File: src/rtl/rtc_pkg.sv
package rtc_pkg;
  localparam int FIELD_W      = 8;
  localparam int TIME_FIELDS  = 7;
  localparam int ALARM_FIELDS = 6;

  // field 0 (sec) sits in the least significant byte
  typedef struct packed {
    logic [FIELD_W-1:0] wday;
    logic [FIELD_W-1:0] year;
    logic [FIELD_W-1:0] mon;
    logic [FIELD_W-1:0] day;
    logic [FIELD_W-1:0] hour;
    logic [FIELD_W-1:0] min;
    logic [FIELD_W-1:0] sec;
  } calTime_t;

  typedef struct packed {
    logic day;
    logic hour;
    logic min;
    logic sec;
  } tmEvt_t;

  // strobes from control to datapath
  typedef struct packed {
    logic               run;
    logic               snap;
    logic               load;
    logic [2:0]         loadSel;
    logic [FIELD_W-1:0] loadVal;
  } tmCmd_t;

  localparam calTime_t TIME_RESET = 56'h00_00_01_01_00_00_00;

  function automatic logic [7:0] bcdInc(input logic [7:0] v);
    if (v[3:0] == 4'd9) return {v[7:4] + 4'd1, 4'd0};
    return {v[7:4], v[3:0] + 4'd1};
  endfunction

  function automatic logic [7:0] monthLast(input logic [7:0] mon, input logic [7:0] year);
    logic [6:0] yBin;
    yBin = 7'(year[7:4]) * 7'd10 + 7'(year[3:0]);
    case (mon)
      8'h02:                      return (yBin[1:0] == 2'd0) ? 8'h29 : 8'h28;
      8'h04, 8'h06, 8'h09, 8'h11: return 8'h30;
      default:                    return 8'h31;
    endcase
  endfunction
endpackage

File: src/rtl/rtc_time.sv
module rtc_time
  import rtc_pkg::*;
(
  input  logic     clk,
  input  logic     rstN,
  input  logic     secTick,
  input  tmCmd_t   cmd,
  output calTime_t live,
  output calTime_t liveNext,
  output calTime_t shadow,
  output tmEvt_t   evt,
  output logic     tickHit
);
  logic [TIME_FIELDS-1:0][FIELD_W-1:0] liveArr, shadowArr, nextArr;
  calTime_t nxt;
  logic secWrap, minWrap, hourWrap, dayWrap, monWrap;

  assign tickHit = cmd.run & secTick;
  assign live    = liveArr;
  assign shadow  = shadowArr;

  always_comb begin
    secWrap  = (live.sec == 8'h59);
    minWrap  = secWrap & (live.min == 8'h59);
    hourWrap = minWrap & (live.hour == 8'h23);
    dayWrap  = hourWrap & (live.day == monthLast(live.mon, live.year));
    monWrap  = dayWrap & (live.mon == 8'h12);

    nxt      = live;
    nxt.sec  = secWrap ? 8'h00 : bcdInc(live.sec);
    if (secWrap)  nxt.min  = (live.min == 8'h59) ? 8'h00 : bcdInc(live.min);
    if (minWrap)  nxt.hour = (live.hour == 8'h23) ? 8'h00 : bcdInc(live.hour);
    if (hourWrap) begin
      nxt.day  = dayWrap ? 8'h01 : bcdInc(live.day);
      nxt.wday = (live.wday == 8'h06) ? 8'h00 : live.wday + 8'h01;
    end
    if (dayWrap)  nxt.mon  = monWrap ? 8'h01 : bcdInc(live.mon);
    if (monWrap)  nxt.year = (live.year == 8'h99) ? 8'h00 : bcdInc(live.year);

    evt.sec  = 1'b1;
    evt.min  = secWrap;
    evt.hour = minWrap;
    evt.day  = hourWrap;
  end

  assign liveNext = nxt;
  assign nextArr  = nxt;

  for (genvar f = 0; f < TIME_FIELDS; f++) begin : gField
    logic               fieldLoad;
    logic [FIELD_W-1:0] liveF, shadowF;

    assign fieldLoad = cmd.load && (cmd.loadSel == 3'(f));

    always_ff @(posedge clk or negedge rstN) begin
      if (!rstN)          liveF <= TIME_RESET[f*FIELD_W +: FIELD_W];
      else if (tickHit)   liveF <= nextArr[f];
      else if (fieldLoad) liveF <= cmd.loadVal;
    end

    always_ff @(posedge clk or negedge rstN) begin
      if (!rstN)          shadowF <= TIME_RESET[f*FIELD_W +: FIELD_W];
      else if (cmd.snap)  shadowF <= liveF;
      else if (fieldLoad) shadowF <= cmd.loadVal;
    end

    assign liveArr[f]   = liveF;
    assign shadowArr[f] = shadowF;
  end
endmodule

File: src/rtl/rtc_ctrl.sv
module rtc_ctrl
  import rtc_pkg::*;
#(
  parameter int ADDR_W    = 4,
  parameter int REARM_GAP = 8
) (
  input  logic              clk,
  input  logic              rstN,
  input  logic [ADDR_W-1:0] addr,
  input  logic [7:0]        wrData,
  input  logic              wrEn,
  input  logic              rdEn,
  input  calTime_t          shadow,
  input  calTime_t          liveNext,
  input  tmEvt_t            evt,
  input  logic              tickHit,
  output tmCmd_t            cmd,
  output logic [7:0]        rdData,
  output logic              irqOut,
  output logic              alarmFlag,
  output logic              runBit
);
  localparam int GAP_W = (REARM_GAP > 1) ? $clog2(REARM_GAP) : 1;
  localparam logic [ADDR_W-1:0] A_ALARM0 = ADDR_W'(7);
  localparam logic [ADDR_W-1:0] A_CTRL   = ADDR_W'(13);
  localparam logic [ADDR_W-1:0] A_STAT   = ADDR_W'(14);
  localparam logic [ADDR_W-1:0] A_IRQEN  = ADDR_W'(15);

  logic [ALARM_FIELDS-1:0][FIELD_W-1:0] alarmQ;
  logic [TIME_FIELDS-1:0][FIELD_W-1:0]  shadowArr;
  logic [3:0]       irqEnQ;
  logic [3:0]       evtQ;
  logic             runQ, almQ, pwrQ, irqQ;
  logic [GAP_W-1:0] gapCnt;
  logic [7:0]       rdMux;
  logic             isTime, isAlarm, stWr, match, periodicHit, alarmReq, alarmFire;
  logic [2:0]       alarmIdx;
  logic [3:0]       evtVec;

  assign shadowArr = shadow;
  assign evtVec    = evt;
  assign isTime    = addr < A_ALARM0;
  assign isAlarm   = (addr >= A_ALARM0) && (addr < A_CTRL);
  assign alarmIdx  = 3'(addr - A_ALARM0);
  assign stWr      = wrEn && (addr == A_STAT);

  assign cmd.run     = runQ;
  assign cmd.snap    = wrEn && (addr == A_CTRL) && wrData[6];
  assign cmd.load    = wrEn && isTime && !runQ;
  assign cmd.loadSel = addr[2:0];
  assign cmd.loadVal = wrData;

  assign match       = tickHit && (liveNext[ALARM_FIELDS*FIELD_W-1:0] == alarmQ);
  assign periodicHit = tickHit && irqEnQ[2] && evtVec[irqEnQ[1:0]];
  assign alarmReq    = almQ && irqEnQ[3];
  assign alarmFire   = alarmReq && (gapCnt == '0);

  always_ff @(posedge clk or negedge rstN) begin
    if (!rstN) begin
      runQ   <= 1'b0;
      irqEnQ <= '0;
      alarmQ <= '0;
    end else if (wrEn) begin
      if (addr == A_CTRL)  runQ   <= wrData[0];
      if (addr == A_IRQEN) irqEnQ <= wrData[3:0];
      if (isAlarm)         alarmQ[alarmIdx] <= wrData;
    end
  end

  always_ff @(posedge clk or negedge rstN) begin
    if (!rstN) begin
      almQ <= 1'b0;
      pwrQ <= 1'b1;
      evtQ <= '0;
    end else begin
      if (tickHit) evtQ <= evtVec;
      // a match in the same cycle as a clearing write wins
      if (match)                 almQ <= 1'b1;
      else if (stWr && wrData[6]) almQ <= 1'b0;
      if (stWr && wrData[7])     pwrQ <= 1'b0;
    end
  end

  always_ff @(posedge clk or negedge rstN) begin
    if (!rstN) begin
      gapCnt <= '0;
      irqQ   <= 1'b0;
    end else begin
      if (!alarmReq)          gapCnt <= '0;
      else if (gapCnt == '0)  gapCnt <= GAP_W'(REARM_GAP - 1);
      else                    gapCnt <= gapCnt - 1'b1;
      irqQ <= periodicHit | alarmFire;
    end
  end

  always_comb begin
    rdMux = 8'h00;
    if (isTime)            rdMux = shadowArr[addr[2:0]];
    else if (isAlarm)      rdMux = alarmQ[alarmIdx];
    else if (addr == A_CTRL)  rdMux = {7'd0, runQ};
    else if (addr == A_STAT)  rdMux = {pwrQ, almQ, evtQ, runQ, 1'b0};
    else if (addr == A_IRQEN) rdMux = {4'd0, irqEnQ};
  end

  always_ff @(posedge clk or negedge rstN) begin
    if (!rstN)     rdData <= 8'h00;
    else if (rdEn) rdData <= rdMux;
  end

  assign irqOut    = irqQ;
  assign alarmFlag = almQ;
  assign runBit    = runQ;
endmodule

File: src/rtl/rtc_calendar.sv
module rtc_calendar
  import rtc_pkg::*;
#(
  parameter int ADDR_W    = 4,
  parameter int REARM_GAP = 8
) (
  input  logic              clk,
  input  logic              rstN,
  input  logic              secTick,
  input  logic [ADDR_W-1:0] addr,
  input  logic [7:0]        wrData,
  input  logic              wrEn,
  input  logic              rdEn,
  output logic [7:0]        rdData,
  output logic              irqOut
);
  tmCmd_t   cmd;
  calTime_t liveTime, liveNext, shadowTime;
  tmEvt_t   evt;
  logic     tickHit, alarmFlag, runBit;

  rtc_time uTime (
    .clk      (clk),
    .rstN     (rstN),
    .secTick  (secTick),
    .cmd      (cmd),
    .live     (liveTime),
    .liveNext (liveNext),
    .shadow   (shadowTime),
    .evt      (evt),
    .tickHit  (tickHit)
  );

  rtc_ctrl #(.ADDR_W(ADDR_W), .REARM_GAP(REARM_GAP)) uCtrl (
    .clk       (clk),
    .rstN      (rstN),
    .addr      (addr),
    .wrData    (wrData),
    .wrEn      (wrEn),
    .rdEn      (rdEn),
    .shadow    (shadowTime),
    .liveNext  (liveNext),
    .evt       (evt),
    .tickHit   (tickHit),
    .cmd       (cmd),
    .rdData    (rdData),
    .irqOut    (irqOut),
    .alarmFlag (alarmFlag),
    .runBit    (runBit)
  );
endmodule

File: config.mk
export PLATFORM = sky130hd
export DESIGN_NAME = rtc_calendar
export DESIGN_NICKNAME = d
export VERILOG_FILES = /design/src/rtl/rtc_pkg.sv /design/src/rtl/rtc_time.sv /design/src/rtl/rtc_ctrl.sv /design/src/rtl/rtc_calendar.sv
export SDC_FILE = /design/constraint.sdc
export NUM_CORES = 1
export LEC_CHECK = 0
export ABC_AREA = 1
export BUFFER_PORTS_ARGS = -buffer_cell sky130_fd_sc_hd__buf_2
export CAP_MARGIN = 40
export CORE_ASPECT_RATIO = 1.75
export CORE_UTILIZATION = 64
export DETAILED_ROUTE_END_ITERATION = 8
export PLACE_DENSITY = 0.85
export SYNTH_ARGS = -nofsm -noshare
export SYNTH_HDL_FRONTEND = slang
export SYNTH_HIERARCHICAL = 1
export SYNTH_SLANG_ARGS = --single-unit
File: constraint.sdc
create_clock -name clk -period 3.4 [get_ports clk]
set_input_delay 0.51 -clock clk [delete_from_list [all_inputs] [get_ports clk]]
set_output_delay 0.51 -clock clk [all_outputs]
set_load 0.05 [all_outputs]
[Yosys cells after proc, flatten, opt, wreduce, memory -nomap -nowiden]
Index checks and enable logic that the tools add are counted.
Word-level totals
  input port bits: 17
  memories: 0
  output and inout bits: 9
  bits in latches: 0
  flip-flop bits (word level): 183
  memory bits (read-only): 0
  RAM bits: 0
Cells by class
  add/sub/neg operators: 16
  bitwise logic cells: 6
  reductions and logical operators: 45
  order comparisons: 7
  shift-type cells: 0
  muxes and demuxes: 77
  $mul: 1
  eq/ne operators: 29
  div/mod/pow operators: 0
Operators with widths (number)
  $mux 8: 53
  $add 4x1->4 const B: 12
  $bmux 8 s3: 2
  $bwmux 48: 1
  $eq 48x48->1: 1
  $eq 4x4->1 const B: 9
  $reduce_bool 2->1: 15
  $demux 8 s3: 1
  $eq 8x3->1 const B: 3
  $logic_and 1x1->1: 21
  $eq 8x5->1 const B: 2
  $eq 8x7->1 const B: 2
  $pmux 8 s2: 1
  $mux 1: 15
  $eq 3x3->1 const B: 3
  $add 8x1->8 const B: 1
  $eq 8x2->1 const B: 1
  $eq 8x4->1 const B: 1
  $eq 8x6->1 const B: 1
  $eq 8x8->1: 1
  $eq 8x8->1 const B: 1
  $lt 3x4->1 const B: 2
  $reduce_and 2->1: 4
  $eq 3x2->1 const B: 2
  other kinds (20): 26

[Logic depth before layout (Yosys ltp)]
  depth after elaboration: 15
  gate-level depth with buffers: 25

[By module]
The synthesis kept the hierarchy.
By module, submodules not included
  rtc_time: instances 1, cells an instance 907, area each 6804.0 µm²
  rtc_ctrl: instances 1, cells an instance 821, area each 5166.2 µm²

[Worst setup path after synthesis]
OpenSTA, ideal clock, no wires.
  path kind: input port to flip-flop
  from: input port addr[1]
  to: register uTime.gField[3].shadowF[1]
  cell stages on the path: 10
  setup time: 0.142 ns
  path slack: 0.962 ns
  arrival: 2.295 ns
  cell sequence: inv_1 -> clkbuf_1 -> ha_1 -> nand3_1 -> nor2_1 -> clkbuf_1 -> inv_2 -> clkbuf_1 -> nand2_1 -> o221ai_1
RTL lines
  from (decl): RTL line rtc_calendar.sv:10  | input logic [ADDR_W-1:0] addr,
  to (signal assigned): RTL line rtc_time.sv:62  | if (!rstN) shadowF <= TIME_RESET[f*FIELD_W +: FIELD_W];
  to (signal assigned): RTL line rtc_time.sv:63  | else if (cmd.snap) shadowF <= liveF;
  to (signal assigned): RTL line rtc_time.sv:64  | else if (fieldLoad) shadowF <= cmd.loadVal;
  to (decl): RTL line rtc_time.sv:51  | logic [FIELD_W-1:0] liveF, shadowF;

==> results_dict.tcl <==
set metrics [dict create \
    setup_viol 0 \
    synth_area_mm2 0.0120 \
    crit_slowest_cell "dfrtp_1" \
    htreeDepth 4 \
    finalCriticalPeriod_ps 3100 \
    p_leak_nw 6.72 \
    pwr_density_cell_mw_per_mm2 772 \
    grt_usage 0.461 \
    cts_made_buffers 17 \
    grt_pass1_wl_mm 65.3 \
    avgSynthCellArea_um2 6.93 \
    num_rows 65 \
    layout-drive-gt1-share 0.0828 \
    worst_pin_slew_ps 953 \
    critPathMaxFanout 19 \
    peakVddDrop_mv 0.523 \
    cts.sinks 183 \
    first_iter_violations 1455 \
    ctsRootBufferMaster "clkbuf_16" \
    num_antenna_cells 0 \
    post-dp-hpwl_mm 31.9 \
    core_mm2 0.0181 \
    grt_pass1_vias 11800 \
    ant_nets 0 \
    antenna_found_initial 1 \
    start_kind "register" \
    slew_headroom 0.362 \
    yosysWarnings 6 \
    clock_skew_ps 11.5 \
    cpLargestDelayFamily "simple AND/OR/NAND/NOR gates" \
    numPortBuffers 25 \
    synthCells 1727 \
    dp.cells 1953 \
    post-route-period-util 0.911 \
    rrSetupSlack_ps 300 \
    instances_no_fill 1985 \
    required_ps 3780 \
    status "completed" \
    wl_mm 42.8 \
    cts_tree "yes" \
    cts_setup_buffers 0 \
    die_y_um 183 \
    critPathArrivalTime_ps 3480 \
    start_util 0.660 \
    cp_common_cell "nand2_1" \
    synth_fp_nets 1772 \
    clock_tree.buffer_depth 2 \
    max-cap-violations 0 \
    path_class "register to register" \
    layout.nets 1783 \
    crit_buf_inv 3 \
    vias 12100 \
    hold_class "input port to asynchronous set/reset pin" \
    fmax_ghz 0.323 \
    path_cells "inv_1 -> ha_1 -> nand3_2 -> nor2_8 -> nand3_4 -> inv_2 -> nand3_4 -> nor2_8 -> nand2_4 -> o21ai_4 -> inv_1 -> nand2_1 -> nand2_1 -> nor2_1 -> nand2_1 -> nor2_1 -> nand2_1 -> nor2_1 -> nand2_1 -> nand2_1" \
    synthToLayoutAreaGrowth_pct 8.41 \
    gp_congestion 1.04 \
    hold_viol_final 0 \
    die_width_um 105 \
    slew_viol_final 0 \
    drc 0 \
    overflow 0 \
    drt_first_pass_iters 6 \
    grt_max_degree 81 \
    clk_pin_slew_ps 70 \
    dieArea_mm2 0.0193 \
    clkLatencyLatePin_ps 450 \
    slowest_delay_ps 410 \
    end_kind "register" \
    num_io_pins 26 \
    wl_per_cell_um 21.6 \
    viasPerCell 6.12 \
    power_w 0.0100 \
]
==> routing by layer <==
metal | up-vias | share of wire | track usage
met5 | - | 0 | 0
met4 | 0 | 0.096 | 0.388
met3 | 238 | 0.090 | 0.0846
met2 | 792 | 0.47 | 0.758
met1 | 5572 | 0.35 | 0.517
li1 | 5540 | - | -
==> where the power goes <==
part	switching (W)	internal, W	total, W
Combinational	0.00273	0.00131	0.00404
Sequential	0.000726	0.00292	0.00365
Clock	0.000914	0.00141	0.00232
Total	0.00437	0.00565	0.0100
==> repair_timing <==
action                                  CTS  global route
endpoints found under the setup margin    0             1
resized for setup                         0             2
hold buffers                              0             0
hold endpoints to repair                  0             0
==> state kept, by name, summed over array words and instances, names as in the netlist <==
name / count
uCtrl/rdData: 8
uTime/gField.shadowF: 56
uCtrl/gapCnt: 3
uCtrl/evtQ: 4
uCtrl/alarmFlag: 1
uTime/gField.liveF: 56
uCtrl/irqEnQ: 4
uCtrl/runBit: 1
uCtrl/irqOut: 1
uCtrl/pwrQ: 1
uCtrl/alarmQ: 48
==> metrics by stage <==
stage / setup TNS [ps] / hold WS [ps] / instance area (um^2) / util / setup slack [ps]
2_1_floorplan: 0 / 214 / 12000 / - / 962
3_3_place_gp: 0 / 437 / 12200 / 0.675 / 483
3_5_place_dp: 0 / 439 / 12300 / 0.677 / 382
4_1_cts: 0 / 122 / 13000 / 0.715 / 362
5_1_grt: -5.81 / 132 / 13000 / 0.715 / -5.81
6_report: 0 / 83.5 / 13000 / 0.715 / 301
==> final cells by class <==
type | instances | area, um^2
Tap cell | 234 | 293
Clock inverter | 13 | 238
Timing Repair Buffer | 58 | 394
Inverter | 252 | 951
Fill cell | 1589 | 5170
Clock buffer | 19 | 443
Sequential cell | 183 | 4590
Multi-Input combinational cell | 1226 | 6070
==> layout by cell type, fill, tap and decap left out, types with 7 or more instances in the layout <==
cell and count:
nand2_1 604, inv_1 238, dfrtp_1 178, nor2_1 129
nand3_1 115, o21ai_0 89, o221ai_1 54, o21ai_1 43
buf_4 32, a21oi_1 29, ha_1 28, o211ai_1 25
buf_2 24, nand4_1 18, clkbuf_16 17, xor2_1 14
inv_2 10, nor3_1 9, nor2_2 7, xnor2_1 7
==> final timing paths <==
| path | start | endpoint | depth (start not counted) |
|---|---|---|---|
| setup / recovery | uTime/gField[0].liveF[5]$_DFFE_PN0P_ | uCtrl/alarmFlag$_DFFE_PN0P_ | 20 |
| hold / removal | rstN | uCtrl/evtQ[0]$_DFFE_PN0P_ | 1 |
| setup reg to reg | uTime/gField[0].liveF[5]$_DFFE_PN0P_ | uCtrl/alarmFlag$_DFFE_PN0P_ | 20 |
| hold reg to reg | uCtrl/pwrQ$_DFFE_PN1P_ | uCtrl/pwrQ$_DFFE_PN1P_ | 2 |
| max in group asynchronous | rstN | uTime/gField[4].liveF[0]$_DFFE_PN1P_ | 2 |
| min in group clk | wrEn | uCtrl/pwrQ$_DFFE_PN1P_ | 2 |
Power figures use the tool's default switching activity.
